File: src/rtl/gpio_port_pkg.sv
package gpio_port_pkg;

    typedef enum logic [2:0] {
        PM_PUSH   = 3'b000,
        PM_INPUT  = 3'b001,
        PM_ODRAIN = 3'b010,
        PM_OSRC   = 3'b011,
        PM_RSVD   = 3'b100,
        PM_DUAL   = 3'b101,
        PM_ALT    = 3'b110,
        PM_IRQ    = 3'b111
    } pin_mode_e;

    typedef enum logic {
        RQ_IDLE = 1'b0,
        RQ_PEND = 1'b1
    } req_state_e;

    localparam int unsigned ADDR_W = 3;

    localparam logic [ADDR_W-1:0] ADR_DATA = 3'd0;
    localparam logic [ADDR_W-1:0] ADR_DIR  = 3'd1;
    localparam logic [ADDR_W-1:0] ADR_SEL1 = 3'd2;
    localparam logic [ADDR_W-1:0] ADR_SEL2 = 3'd3;
    localparam logic [ADDR_W-1:0] ADR_TRIG = 3'd4;
    localparam logic [ADDR_W-1:0] ADR_STAT = 3'd5;

endpackage

File: src/rtl/gpio_sync.sv
module gpio_sync #(
    parameter int unsigned W      = 8,
    parameter int unsigned STAGES = 2
) (
    input  logic         clk,
    input  logic         rst_n,
    input  logic [W-1:0] din,
    output logic [W-1:0] dout
);
    localparam int unsigned LAST = STAGES - 1;

    logic [W-1:0] chain [STAGES];

    always_ff @(posedge clk or negedge rst_n) begin
        if (!rst_n) chain[0] <= '0;
        else        chain[0] <= din;
    end

    generate
        for (genvar k = 1; k < STAGES; k++) begin : g_stage
            always_ff @(posedge clk or negedge rst_n) begin
                if (!rst_n) chain[k] <= '0;
                else        chain[k] <= chain[k-1];
            end
        end
    endgenerate

    assign dout = chain[LAST];

endmodule

File: src/rtl/gpio_regs.sv
module gpio_regs
    import gpio_port_pkg::*;
#(
    parameter int unsigned W = 8
) (
    input  logic              clk,
    input  logic              rst_n,
    input  logic [ADDR_W-1:0] bus_addr,
    input  logic              bus_wr,
    input  logic [W-1:0]      bus_wdata,
    output logic [W-1:0]      bus_rdata,
    input  logic [W-1:0]      pin_lvl,
    input  logic [W-1:0]      req_vec,
    output logic [W-1:0]      r_data,
    output logic [W-1:0]      r_dir,
    output logic [W-1:0]      r_sel1,
    output logic [W-1:0]      r_sel2,
    output logic [W-1:0]      r_trig,
    output logic [W-1:0]      clr_mask
);

    always_ff @(posedge clk or negedge rst_n) begin
        if (!rst_n) begin
            r_data <= '0;
            r_dir  <= '1;
            r_sel1 <= '0;
            r_sel2 <= '0;
            r_trig <= '0;
        end else if (bus_wr) begin
            case (bus_addr)
                ADR_DATA: r_data <= bus_wdata;
                ADR_DIR:  r_dir  <= bus_wdata;
                ADR_SEL1: r_sel1 <= bus_wdata;
                ADR_SEL2: r_sel2 <= bus_wdata;
                ADR_TRIG: r_trig <= bus_wdata;
                default:  ;
            endcase
        end
    end

    always_comb begin
        clr_mask = (bus_wr && bus_addr == ADR_STAT) ? bus_wdata : '0;
    end

    always_comb begin
        case (bus_addr)
            ADR_DATA: bus_rdata = pin_lvl;
            ADR_DIR:  bus_rdata = r_dir;
            ADR_SEL1: bus_rdata = r_sel1;
            ADR_SEL2: bus_rdata = r_sel2;
            ADR_TRIG: bus_rdata = r_trig;
            ADR_STAT: bus_rdata = req_vec;
            default:  bus_rdata = '0;
        endcase
    end

endmodule

File: src/rtl/gpio_pin_ctl.sv
module gpio_pin_ctl
    import gpio_port_pkg::*;
(
    input  logic sel2,
    input  logic sel1,
    input  logic dir,
    input  logic data,
    input  logic trig,
    input  logic alt_oe,
    input  logic alt_out,
    input  logic lvl,
    input  logic lvl_prev,
    output logic oe,
    output logic out,
    output logic edge_evt,
    output logic lvl_req
);
    pin_mode_e mode;
    logic      rise;
    logic      fall;

    always_comb begin
        mode = pin_mode_e'({sel2, sel1, dir});
        rise = lvl & ~lvl_prev;
        fall = ~lvl & lvl_prev;
    end

    always_comb begin
        oe       = 1'b0;
        out      = 1'b0;
        edge_evt = 1'b0;
        lvl_req  = 1'b0;
        unique case (mode)
            PM_PUSH: begin
                oe  = 1'b1;
                out = data;
            end
            PM_INPUT: ;
            PM_ODRAIN: begin
                oe  = ~data;
                out = 1'b0;
            end
            PM_OSRC: begin
                oe  = data;
                out = 1'b1;
            end
            PM_RSVD: ;
            PM_DUAL: edge_evt = rise | fall;
            PM_ALT: begin
                oe  = alt_oe;
                out = alt_out;
            end
            PM_IRQ: begin
                if (trig) edge_evt = data ? rise : fall;
                else      lvl_req  = (lvl == data);
            end
            default: ;
        endcase
    end

endmodule

File: src/rtl/gpio_req_fsm.sv
module gpio_req_fsm
    import gpio_port_pkg::*;
(
    input  logic clk,
    input  logic rst_n,
    input  logic evt,
    input  logic clr,
    output logic pend
);
    req_state_e state;
    req_state_e state_nx;

    always_comb begin
        state_nx = state;
        unique case (state)
            RQ_IDLE: if (evt)         state_nx = RQ_PEND;
            RQ_PEND: if (clr && !evt) state_nx = RQ_IDLE;
            default:                  state_nx = RQ_IDLE;
        endcase
    end

    always_ff @(posedge clk or negedge rst_n) begin
        if (!rst_n) state <= RQ_IDLE;
        else        state <= state_nx;
    end

    always_comb begin
        pend = (state == RQ_PEND);
    end

endmodule

File: src/rtl/gpio_port.sv
module gpio_port
    import gpio_port_pkg::*;
#(
    parameter int unsigned W           = 8,
    parameter int unsigned SYNC_STAGES = 2
) (
    input  logic              clk,
    input  logic              rst_n,
    input  logic [ADDR_W-1:0] bus_addr,
    input  logic              bus_wr,
    input  logic [W-1:0]      bus_wdata,
    output logic [W-1:0]      bus_rdata,
    input  logic [W-1:0]      pin_in,
    output logic [W-1:0]      pin_oe,
    output logic [W-1:0]      pin_out,
    input  logic [W-1:0]      alt_oe,
    input  logic [W-1:0]      alt_out,
    output logic              irq
);
    logic [W-1:0] r_data;
    logic [W-1:0] r_dir;
    logic [W-1:0] r_sel1;
    logic [W-1:0] r_sel2;
    logic [W-1:0] r_trig;
    logic [W-1:0] clr_mask;
    logic [W-1:0] lvl_sync;
    logic [W-1:0] lvl_prev;
    logic [W-1:0] edge_evt;
    logic [W-1:0] lvl_req;
    logic [W-1:0] edge_pend;
    logic [W-1:0] req_vec;

    gpio_regs #(.W(W)) u_regs (
        .clk       (clk),
        .rst_n     (rst_n),
        .bus_addr  (bus_addr),
        .bus_wr    (bus_wr),
        .bus_wdata (bus_wdata),
        .bus_rdata (bus_rdata),
        .pin_lvl   (lvl_sync),
        .req_vec   (req_vec),
        .r_data    (r_data),
        .r_dir     (r_dir),
        .r_sel1    (r_sel1),
        .r_sel2    (r_sel2),
        .r_trig    (r_trig),
        .clr_mask  (clr_mask)
    );

    gpio_sync #(.W(W), .STAGES(SYNC_STAGES)) u_sync (
        .clk   (clk),
        .rst_n (rst_n),
        .din   (pin_in),
        .dout  (lvl_sync)
    );

    always_ff @(posedge clk or negedge rst_n) begin
        if (!rst_n) lvl_prev <= '0;
        else        lvl_prev <= lvl_sync;
    end

    generate
        for (genvar i = 0; i < W; i++) begin : g_pin
            gpio_pin_ctl u_ctl (
                .sel2     (r_sel2[i]),
                .sel1     (r_sel1[i]),
                .dir      (r_dir[i]),
                .data     (r_data[i]),
                .trig     (r_trig[i]),
                .alt_oe   (alt_oe[i]),
                .alt_out  (alt_out[i]),
                .lvl      (lvl_sync[i]),
                .lvl_prev (lvl_prev[i]),
                .oe       (pin_oe[i]),
                .out      (pin_out[i]),
                .edge_evt (edge_evt[i]),
                .lvl_req  (lvl_req[i])
            );

            gpio_req_fsm u_req (
                .clk   (clk),
                .rst_n (rst_n),
                .evt   (edge_evt[i]),
                .clr   (clr_mask[i]),
                .pend  (edge_pend[i])
            );
        end
    endgenerate

    always_comb begin
        req_vec = edge_pend | lvl_req;
        irq     = |req_vec;
    end

endmodule

File: config.mk
export PLATFORM = sky130hd
export DESIGN_NAME = gpio_port
export DESIGN_NICKNAME = d
export VERILOG_FILES = /design/src/rtl/gpio_port_pkg.sv /design/src/rtl/gpio_sync.sv /design/src/rtl/gpio_regs.sv /design/src/rtl/gpio_pin_ctl.sv /design/src/rtl/gpio_req_fsm.sv /design/src/rtl/gpio_port.sv
export SDC_FILE = /design/constraint.sdc
export NUM_CORES = 1
export LEC_CHECK = 0
export BUFFER_PORTS_ARGS = -buffer_cell sky130_fd_sc_hd__buf_4
export CORE_UTILIZATION = 30
export DETAILED_ROUTE_END_ITERATION = 10
export SLEW_MARGIN = 10
export SYNTH_ARGS = -nofsm -noshare
export SYNTH_HDL_FRONTEND = slang
export SYNTH_SLANG_ARGS = --single-unit
File: constraint.sdc
create_clock -name clk -period 2 [get_ports clk]
set_clock_uncertainty 0.15 [all_clocks]
set_input_delay 0.2 -clock clk [delete_from_list [all_inputs] [get_ports clk]]
set_output_delay 0.2 -clock clk [all_outputs]
set_load 0.02 [all_outputs]
==> After elaboration in Yosys (flattened, before gate mapping) <==
Index checks and enable logic that the tools add are counted.
{ "op_classes": {"eq_ne": 53, "mux": 82, "reduce_logical": 32, "n_bitwise": 57} }
{ "ops": {"columns": ["operator", "count"], "rows": [
  ["3-bit equality test, second input constant", 26],
  ["3-bit by 2-bit equality test with 1-bit output, second input constant", 18],
  ["1-bit 2-to-1 mux", 48],
  ["8-bit one-hot mux with 6 select lines", 1],
  ["1-bit NOT", 32],
  ["1-bit one-hot mux with 2 select lines", 16],
  ["1-bit one-hot mux with 4 select lines", 8],
  ["3-bit zero test", 9],
  ["1-bit one-hot mux with 3 select lines", 8],
  ["1-bit AND", 16],
  ["2-bit AND reduction", 5],
  ["1-bit logical AND", 9],
  ["1-bit equality test", 8],
  ["1-bit zero test", 8],
  ["8-bit 2-to-1 mux", 1],
  ["1-bit OR", 8],
  ["8-bit OR", 1],
  ["8-bit OR reduction", 1],
  ["3-bit by 1-bit equality test with 1-bit output, second input constant", 1]
]} }
{ "totals": {"reg_bits": 72, "output_inout_bits": 25} }

==> Depth between registers and ports, before layout <==
Gate-level depths: netlist (run 1).
{ "depth": {"word_depth": 9, "depth_mapped": 6, "depth_no_buf": 5} }

==> Cells and area by module <==
From an unflattened synthesis (run 1), not the netlist that was laid out.
{ "unflattened": {"hier_cells": 369, "hier_area_um2": 4304.1} }
{ "modules_own_cells": {"columns": ["module", "area_each_um2", "cells_each", "n_inst"], "rows": [
  ["gpio_regs", 2040.7, 148, 1],
  ["gpio_pin_ctl", 153.9, 19, 8],
  ["gpio_sync", 460.4, 24, 1],
  ["gpio_req_fsm", 36.3, 3, 8],
  ["gpio_port", 281.5, 21, 1]
]} }

==> Worst setup path after synthesis (run 1) <==
No wires, ideal clock.
{ "synth_timing": {"kind": "register to output", "startpoint": "register u_regs.r_dir[6]", "endpoint": "output bus_rdata[6]", "stages_incl_launch_ff": 6, "t_required_ns": 1.650, "arrival_time_ns": 1.580, "setup_slack_ns": 0.070, "n_path_buf": 1, "path_cell_list": "dfstp_2 > clkbuf_1 > nand4b_1 > o21bai_1 > a31oi_1 > o21ai_0"} }
{ "synth_between": {"elab_chain_len": 4} }
{ "synth_lines": {"columns": ["element", "line_no", "source"], "rows": [
  ["from (decl)", "gpio_regs.sv:15", "output logic [W-1:0] r_dir,"],
  ["from (signal assigned)", "gpio_regs.sv:32", "ADR_DIR: r_dir <= bus_wdata;"],
  ["3-bit equality test", "gpio_pin_ctl.sv:33", "unique case (mode)"],
  ["1-bit 2-to-1 mux", "gpio_pin_ctl.sv:33", null],
  ["8-bit OR", "gpio_port.sv:91", "req_vec = edge_pend | lvl_req;"],
  ["8-bit one-hot mux with 6 select lines *", "gpio_regs.sv:46", "case (bus_addr)"],
  ["to (decl)", "gpio_port.sv:12", "output logic [W-1:0] bus_rdata,"]
]} }
Mark *: on every way between the ends. The rest lies on a longest branch, timed or not.

==> Worst setup path after layout (run 1) <==
{ "layout_timing": {"startpoint": "register u_regs.r_trig[2]", "endpoint": "output irq"} }
{ "layout_between": {"elab_chain_len": 4} }
{ "layout_lines": {"columns": ["element", "line_no", "source"], "rows": [
  ["from (decl)", "gpio_regs.sv:18", "output logic [W-1:0] r_trig,"],
  ["from (signal assigned)", "gpio_regs.sv:35", "ADR_TRIG: r_trig <= bus_wdata;"],
  ["1-bit 2-to-1 mux", "gpio_pin_ctl.sv:54", "if (trig) edge_evt = data ? rise : fall;"],
  ["1-bit 2-to-1 mux", "gpio_pin_ctl.sv:33", null],
  ["8-bit OR", "gpio_port.sv:91", null],
  ["8-bit OR reduction", "gpio_port.sv:92", "irq = |req_vec;"],
  ["to (decl)", "gpio_port.sv:18", "output logic irq"]
]} }
Every way passes these cells.

==> results of run 1 <==
[flip-flops by register name, indices dropped and copies added, names as in the netlist]
signal / cells
g_pin.u_req.pend: 8
lvl_prev: 8
u_regs.r_data: 8
u_regs.r_dir: 8
u_regs.r_sel1: 8
u_regs.r_sel2: 8
u_regs.r_trig: 8
u_sync.chain: 8
u_sync.dout: 8
[critical path: stages (launching register included)]
cell,delay (ns)
dfrtp_1,0.36
and4b_1,0.21
a21oi_2,0.22
nand4_1,0.16
or2_4,0.27
buf_6,0.13
[cells by family (layout without fill, tap and decap cells)]
logic type,count (synthesis),in the layout
AOI/OAI and AO/OA,81,81
buffers and inverters,69,170
adders and majority gates,16,16
muxes,57,57
xor gates and xnor gates,8,8
DFF,72,72
and+or+nand+nor,78,78
[where the power goes]
part / leakage, nW / switching [mW] / total, mW / internal, mW
Sequential: 0.832 / 0.203 / 1.98 / 1.77
Clock: 0.158 / 0.606 / 1.72 / 1.12
Combinational: 1.53 / 0.978 / 2.02 / 1.04
Total: 2.52 / 1.79 / 5.72 / 3.93
[final cells by class]
cell class	instances	area [um^2]	share of cell area [%]
sequential	72	1817	32.52
timing repair buffer	131	1071	19.17
inverter	23	86.33	1.545
clock buffer	10	239.0	4.278
clock inverter	6	82.58	1.478
tap	176	220.2	3.942
multi-input combinational	240	2071	37.07
[per-layer routing]
| metal | global-route usage (%) | share of wire, % | up-vias |
|---|---|---|---|
| met4 | 6.875 | 2.6 | 0 |
| met5 | 0 | 0 | - |
| li1 | - | - | 1542 |
| met1 | 19.73 | 45 | 1583 |
| met2 | 24.49 | 48 | 85 |
| met3 | 3.089 | 4.4 | 23 |
[stage by stage]
stage / utilization (%) / cell area [um^2] / setup TNS, ns / std cells / power (mW)
after global routing: 41.85 / 5587 / -0.3908 / 658 / 6.035
after floorplan: - / 4151 / 0 / 381 / 3.244
after detailed placement: 36.90 / 4925 / 0 / 616 / 3.826
after CTS: 41.33 / 5517 / -0.08638 / 653 / 5.698
final: 41.85 / 5587 / -0.05403 / 658 / 5.718
after global placement: 36.90 / 4925 / 0 / 616 / 3.770
[synthesized netlist by cell type]
cell,number
nor3b_4,1
xnor2_1,7
and4b_1,7
nor2b_1,2
nand3_1,1
o21bai_1,1
a31oi_1,9
nand4_1,1
a32o_1,8
o22ai_1,16
a211oi_1,8
nand2_1,35
dfrtp_1,64
mux4_2,7
clkbuf_1,25
a21oi_1,7
nor2_4,1
inv_1,23
mux2i_1,9
buf_4,17
nor3_4,2
a211o_1,7
nor2_2,1
nor2_1,7
dfstp_2,8
nand2b_1,1
ha_1,16
a21o_1,8
buf_6,1
o2bb2ai_1,1
nand2b_4,1
o21ai_0,16
buf_2,3
or2_2,1
nand4b_1,2
xor2_1,1
nand3b_1,7
mux2_2,41
nor3b_1,8
[repair_timing]
item | CTS | global route
hold buffers | 15 | 0
gates resized for setup | 29 | 12
pin swaps | 18 | 4
cloned | 0 | 0
setup endpoints to repair | 9 | 10
buffers inserted | 6 | 5
endpoints found under the hold margin | 59 | 0
[cells in the final DEF (no fill, tap or decap), types with 3 or more instances in the layout]
master,count
and4b_1,7
a211oi_1,8
o22ai_1,16
mux2i_1,9
clkbuf_16,9
dlygate4sd3_1,15
a31oi_1,9
a21o_1,8
buf_6,10
clkinv_2,3
nor3b_1,8
mux2_2,41
dfstp_2,8
dfrtp_2,4
xnor2_1,6
nand3b_1,7
a211o_1,7
mux4_2,7
a21oi_2,7
a32o_1,8
nand2_1,35
o21ai_2,7
o21ai_0,8
ha_1,16
dfrtp_1,60
nor2_1,7
buf_4,105
inv_1,21
[worst max-delay path by stage]
stage                                  from      endpoint  slack, ns  cells past startpoint
6_report       u_regs.r_trig[2]$_DFFE_PN0P_           irq      -0.04                      5
4_1_cts        u_regs.r_trig[2]$_DFFE_PN0P_           irq      -0.05                      5
3_5_place_dp    u_regs.r_dir[2]$_DFFE_PN1P_           irq       0.05                      5
5_1_grt        u_regs.r_sel1[2]$_DFFE_PN0P_           irq      -0.08                      5
3_3_place_gp    u_regs.r_dir[2]$_DFFE_PN1P_           irq       0.05                      5
2_1_floorplan   u_regs.r_dir[6]$_DFFE_PN1P_  bus_rdata[6]       0.07                      5
==> impl_metrics.tcl, run 1 <==
set metrics [dict create \
    run_status "finished, violations left" \
    violations "negative setup slack" \
    min_to "u_regs.r_sel2[1]$_DFFE_PN0P_" \
    crit_path_end_kind "output pin" \
    overflow 0 \
    fillers 1297 \
    hold_start "bus_wdata[1]" \
    synth_compound_area_share_pct 13.23 \
    fin_hold_ws_ns 0.01573 \
    path_clk_slew_ns 0.06 \
    cap_violations 0 \
    yosysWarnings 0 \
    ys_seq_elements 72 \
    r2r_end "g_pin[0].u_req.pend$_DFF_PN0_" \
    drc 0 \
    synthAdderAreaFrac_pct 4.822 \
    grt_use_total_pct 15.24 \
    grt_pass1_vias 3292 \
    dieArea_um2 14310 \
    die_w_um 119.6 \
    clk_latency_ns 0.33 \
    gp_congestion 0.8190 \
    vias_per_cell 4.913 \
    yosys.area_share.simple_pct 11.48 \
    hold_path.class "in -> reg" \
    initial_core_util_pct 31.10 \
    synth_top_family_by_area "multiplexers" \
    io_pins 63 \
    synthCells 381 \
    cts-root-buf "clkbuf_16" \
    crit_path_start_kind "flop" \
    finalSetupViolCount 3 \
    fin_ws_ns -0.04176 \
    synth_area_um2 4151 \
    yosysTopAreaCell "dfrtp_1" \
    peakVddDrop_v 0.0004675 \
    coreArea_um2 13350 \
    synth_top_area_share_pct 38.58 \
    drt_iter0_drc 77 \
    fin_crit_ns 2.042 \
    vias 3233 \
    drive_above_1_share_pct 45.02 \
    wl_per_cell_um 15.43 \
    die-height_um 119.6 \
    slew_viol_final 0 \
    grt_max_degree 39 \
    worstPathArrival_ns 1.69 \
    nNetsFinal 531 \
    slew_headroom_pct 67.29 \
    clock_path_buffers 2 \
    synthXorXnorAreaFrac_pct 1.688 \
    powerDensity_nw_per_um2 1024 \
    hold_violations 0 \
    clock.fmax_mhz 489.8 \
    rsz0062_at_grt "yes" \
    postRouteAntennaNets 0 \
    htree_levels 3 \
    tightest_slew_ns 0.4907 \
    hpwl_um 7045 \
    port_buffers 62 \
    cp.required_ns 1.65 \
    synth.mux.area_fraction_pct 17.09 \
    antenna_found_initial 0 \
    worstSetupPathType "reg -> out" \
    cp_max_fo 2 \
    syn_avg_cell_area_um2 10.90 \
    cts_made_buffers 9 \
    synth.area.top_cells "dfrtp_1 39%, mux2_2 11%, dfstp_2 5.1%" \
    ff2ff_path_depth 5 \
    area_growth_pct 34.57 \
    hold_path_depth 2 \
    grt_pass1_wl_um 16710 \
    place_ws_ns 0.04646 \
    cts_tree "done" \
    antenna_cells 0 \
    synth_cell_types 39 \
    dr.pass1.iters 4 \
    seq_area_frac_synth_pct 43.64 \
    core.rowCount 42 \
    r2r_slack_ns 0.54 \
    wl_um 10160 \
    syn_nets 435 \
    p_leak_nw 2.523 \
    clock_sinks 72 \
    post-route-period-util_pct 102.1 \
    r2r_start "u_sync.dout[0]$_DFF_PN0_" \
]
Power figures use the tool's default switching activity.
==> run 2, diff against run 1 <==
Settings changed: MAX_ROUTING_LAYER set to met4, SYNTH_HIERARCHICAL set to 1.
==> impl_metrics.tcl, run 2 <==
set metrics [dict create \
    run_status "finished, violations left" \
    violations "negative setup slack" \
    fin_crit_ns 2.246 \
    synth_common_cells "64 x dfrtp_1, 49 x mux2_2, 24 x inv_1, 24 x nand4b_1, 17 x nand2_1" \
    clk_latency_ns 0.33 \
    hold_path.class "reg -> reg" \
    hold_violations 0 \
    post-route-period-util_pct 112.3 \
    hpwl_um 7847 \
    clock_path_buffers 2 \
    antenna_cells 0 \
    htree_levels 3 \
    cts_tree "done" \
    nNetsFinal 573 \
    fin_hold_ws_ns 0.1940 \
    grt_max_degree 41 \
    powerDensity_nw_per_um2 951.4 \
    cp_num_buf_inv 1 \
    grt_pass1_vias 3567 \
    synth.most_common_cell "dfrtp_1" \
    syn_nets 423 \
    tightest_slew_ns 0.4523 \
    finalSetupViolCount 10 \
    dieArea_um2 14830 \
    seq_area_frac_synth_pct 42.09 \
    drive_above_1_share_pct 55.07 \
    area_growth_pct 47.88 \
    slew_viol_final 0 \
    path_clk_slew_ns 0.05 \
    vias_per_cell 4.997 \
    slew_headroom_pct 69.85 \
    cp_cell_sequence "xor2_1 -> nor4b_2 -> or2_4 -> a32o_1 -> a221o_1 -> buf_6" \
    gp_congestion 0.8408 \
    antenna_found_initial 0 \
    worstPathArrival_ns 1.90 \
    rsz0062_at_grt "yes" \
    synthCells 369 \
    postRouteAntennaNets 0 \
    p_leak_nw 2.856 \
    crit_path_start_kind "flop" \
    io_pins 63 \
    total_power_mw 6.056 \
    fin_ws_ns -0.2463 \
    coreArea_um2 13930 \
    crit_path_end_kind "output pin" \
    layout_commonest_cell "buf_4" \
    worstSetupPathType "reg -> out" \
    vias 3513 \
    drt_iter0_drc 82 \
    cts_made_buffers 9 \
    yosysTopAreaCell "dfrtp_1" \
    cap_violations 0 \
    synth_top_area_share_pct 37.21 \
    critical-path-slowest-cell "dfrtp_1" \
    synth.area.top_cells "dfrtp_1 37%, mux2_2 13%, dfstp_2 4.9%" \
    overflow 0 \
    final_cell_mix "121 x buf_4, 64 x dfrtp_1, 49 x mux2_2" \
    synth_area_um2 4304 \
    grt_use_total_pct 16.26 \
    core.rowCount 43 \
    slowest_delay_ns 0.39 \
    initial_core_util_pct 30.89 \
    die-height_um 121.8 \
    drc 0 \
    yosysWarnings 6 \
    cp.required_ns 1.65 \
    synth_cell_types 41 \
    wl_per_cell_um 16.14 \
    die_w_um 121.8 \
    ys_dominant_reg_cell "dfrtp_1" \
    wl_um 11350 \
    port_buffers 62 \
    syn_avg_cell_area_um2 11.66 \
    synth_edf_count 0 \
    crit_family "compound AO/OA/AOI/OAI gates" \
    cts-root-buf "clkbuf_16" \
    dr.pass1.iters 4 \
    async_flop_share_pct 100.0 \
    peakVddDrop_v 0.0004198 \
    ys_seq_elements 72 \
    cp_max_fo 2 \
    clock.fmax_mhz 445.2 \
    grt_pass1_wl_um 18060 \
    clock_sinks 72 \
]
## run 2: changes by cell type after synthesis, moves of 9 or more
cell,change
o22ai_1,-16
nand3_1,+15
buf_6,+9
o21ai_0,-15
nand4b_1,+22
clkbuf_1,-25
nand2_1,-18
## run 2: worst register-to-register path, delay by kind of cell (launching register included)
| family | cells | cell delay [ns] |
|---|---|---|
| buffers and inverters | 6 | 0.73 |
| DFF | 1 | 0.55 |
| AOI/OAI and AO/OA | 2 | 0.35 |
| and+or+nand+nor | 1 | 0.07 |
## run 2: layout make-up
| cell class | instances | area (um^2) |
|---|---|---|
| fillers | 1255 | 7570 |
| multi-input cells | 250 | 2600 |
| flip-flops and latches | 72 | 1812 |
| repair buffers | 161 | 1346 |
| clock buffers | 11 | 242.7 |
| well taps | 180 | 225.2 |
| inverters | 25 | 93.84 |
| clock inverters | 4 | 45.04 |
## run 2: kinds of logic (layout without fill, tap and decap cells)
group	after synthesis	count (layout)	share of synthesized area [%]
and+or+nand+nor	123	123	20.12
DFF	72	72	42.09
muxes	64	64	17.12
buffers and inverters	47	201	6.715
AOI/OAI and AO/OA	39	39	7.674
adders and majority gates	16	16	4.651
xor gates and xnor gates	8	8	1.628
## run 2: worst paths after layout
kind | start | end | slack, ns | cells past startpoint
setup reg to reg | u_regs/r_dir[7]$_DFFE_PN1P_ | g_pin[7].u_req/pend$_DFF_PN0_ | 0.10 | 9
max in group asynchronous | rst_n | u_regs/r_dir[1]$_DFFE_PN1P_ | 0.87 | 3
min in group asynchronous | rst_n | lvl_prev[6]$_DFF_PN0_ | 0.20 | 2
setup / recovery | u_regs/r_data[0]$_DFFE_PN0P_ | bus_rdata[0] | -0.25 | 6
hold reg to reg | u_sync/chain[9]$_DFF_PN0_ | u_sync/dout[1]$_DFF_PN0_ | 0.19 | 0
hold / removal | u_sync/chain[9]$_DFF_PN0_ | u_sync/dout[1]$_DFF_PN0_ | 0.19 | 0
## run 2: what timing repair did
item                       in CTS  in global routing
gates cloned                    0                  0
resized for setup              42                 51
setup buffers                  12                  6
hold endpoints to repair       68                  0
pin swaps                      26                 29
hold buffers                   17                  0
setup endpoints to repair      10                 18
## run 2: per-layer routing
| metal | vias to the layer above | GRT usage, % | share of wire [%] |
|---|---|---|---|
| met3 | 19 | 3.464 | 3.5 |
| met4 | 0 | 4.861 | 1.8 |
| met1 | 1754 | 19.78 | 43 |
| met5 | - | - | 0 |
| li1 | 1679 | - | - |
| met2 | 61 | 26.91 | 51 |
## run 2: where the power goes
group / internal [mW] / leakage, nW / total [mW] / switching, mW
Sequential: 1.77 / 0.835 / 2.07 / 0.299
Combinational: 1.34 / 1.88 / 2.41 / 1.08
Clock: 0.986 / 0.145 / 1.57 / 0.585
## run 2: metrics by stage
step / setup TNS [ns] / std cells / setup slack [ns] / utilization [%] / cell area, um^2
global placement: 0 / 656 / 0.03285 / 38.17 / 5319
finish: -1.513 / 703 / -0.2463 / 45.68 / 6365
global route: -2.347 / 703 / -0.3432 / 45.68 / 6365
CTS: -1.737 / 699 / -0.2678 / 43.71 / 6091
detailed placement: -0.02508 / 656 / -0.02508 / 38.17 / 5319
floorplan: 0 / 369 / 0.05609 / - / 4308
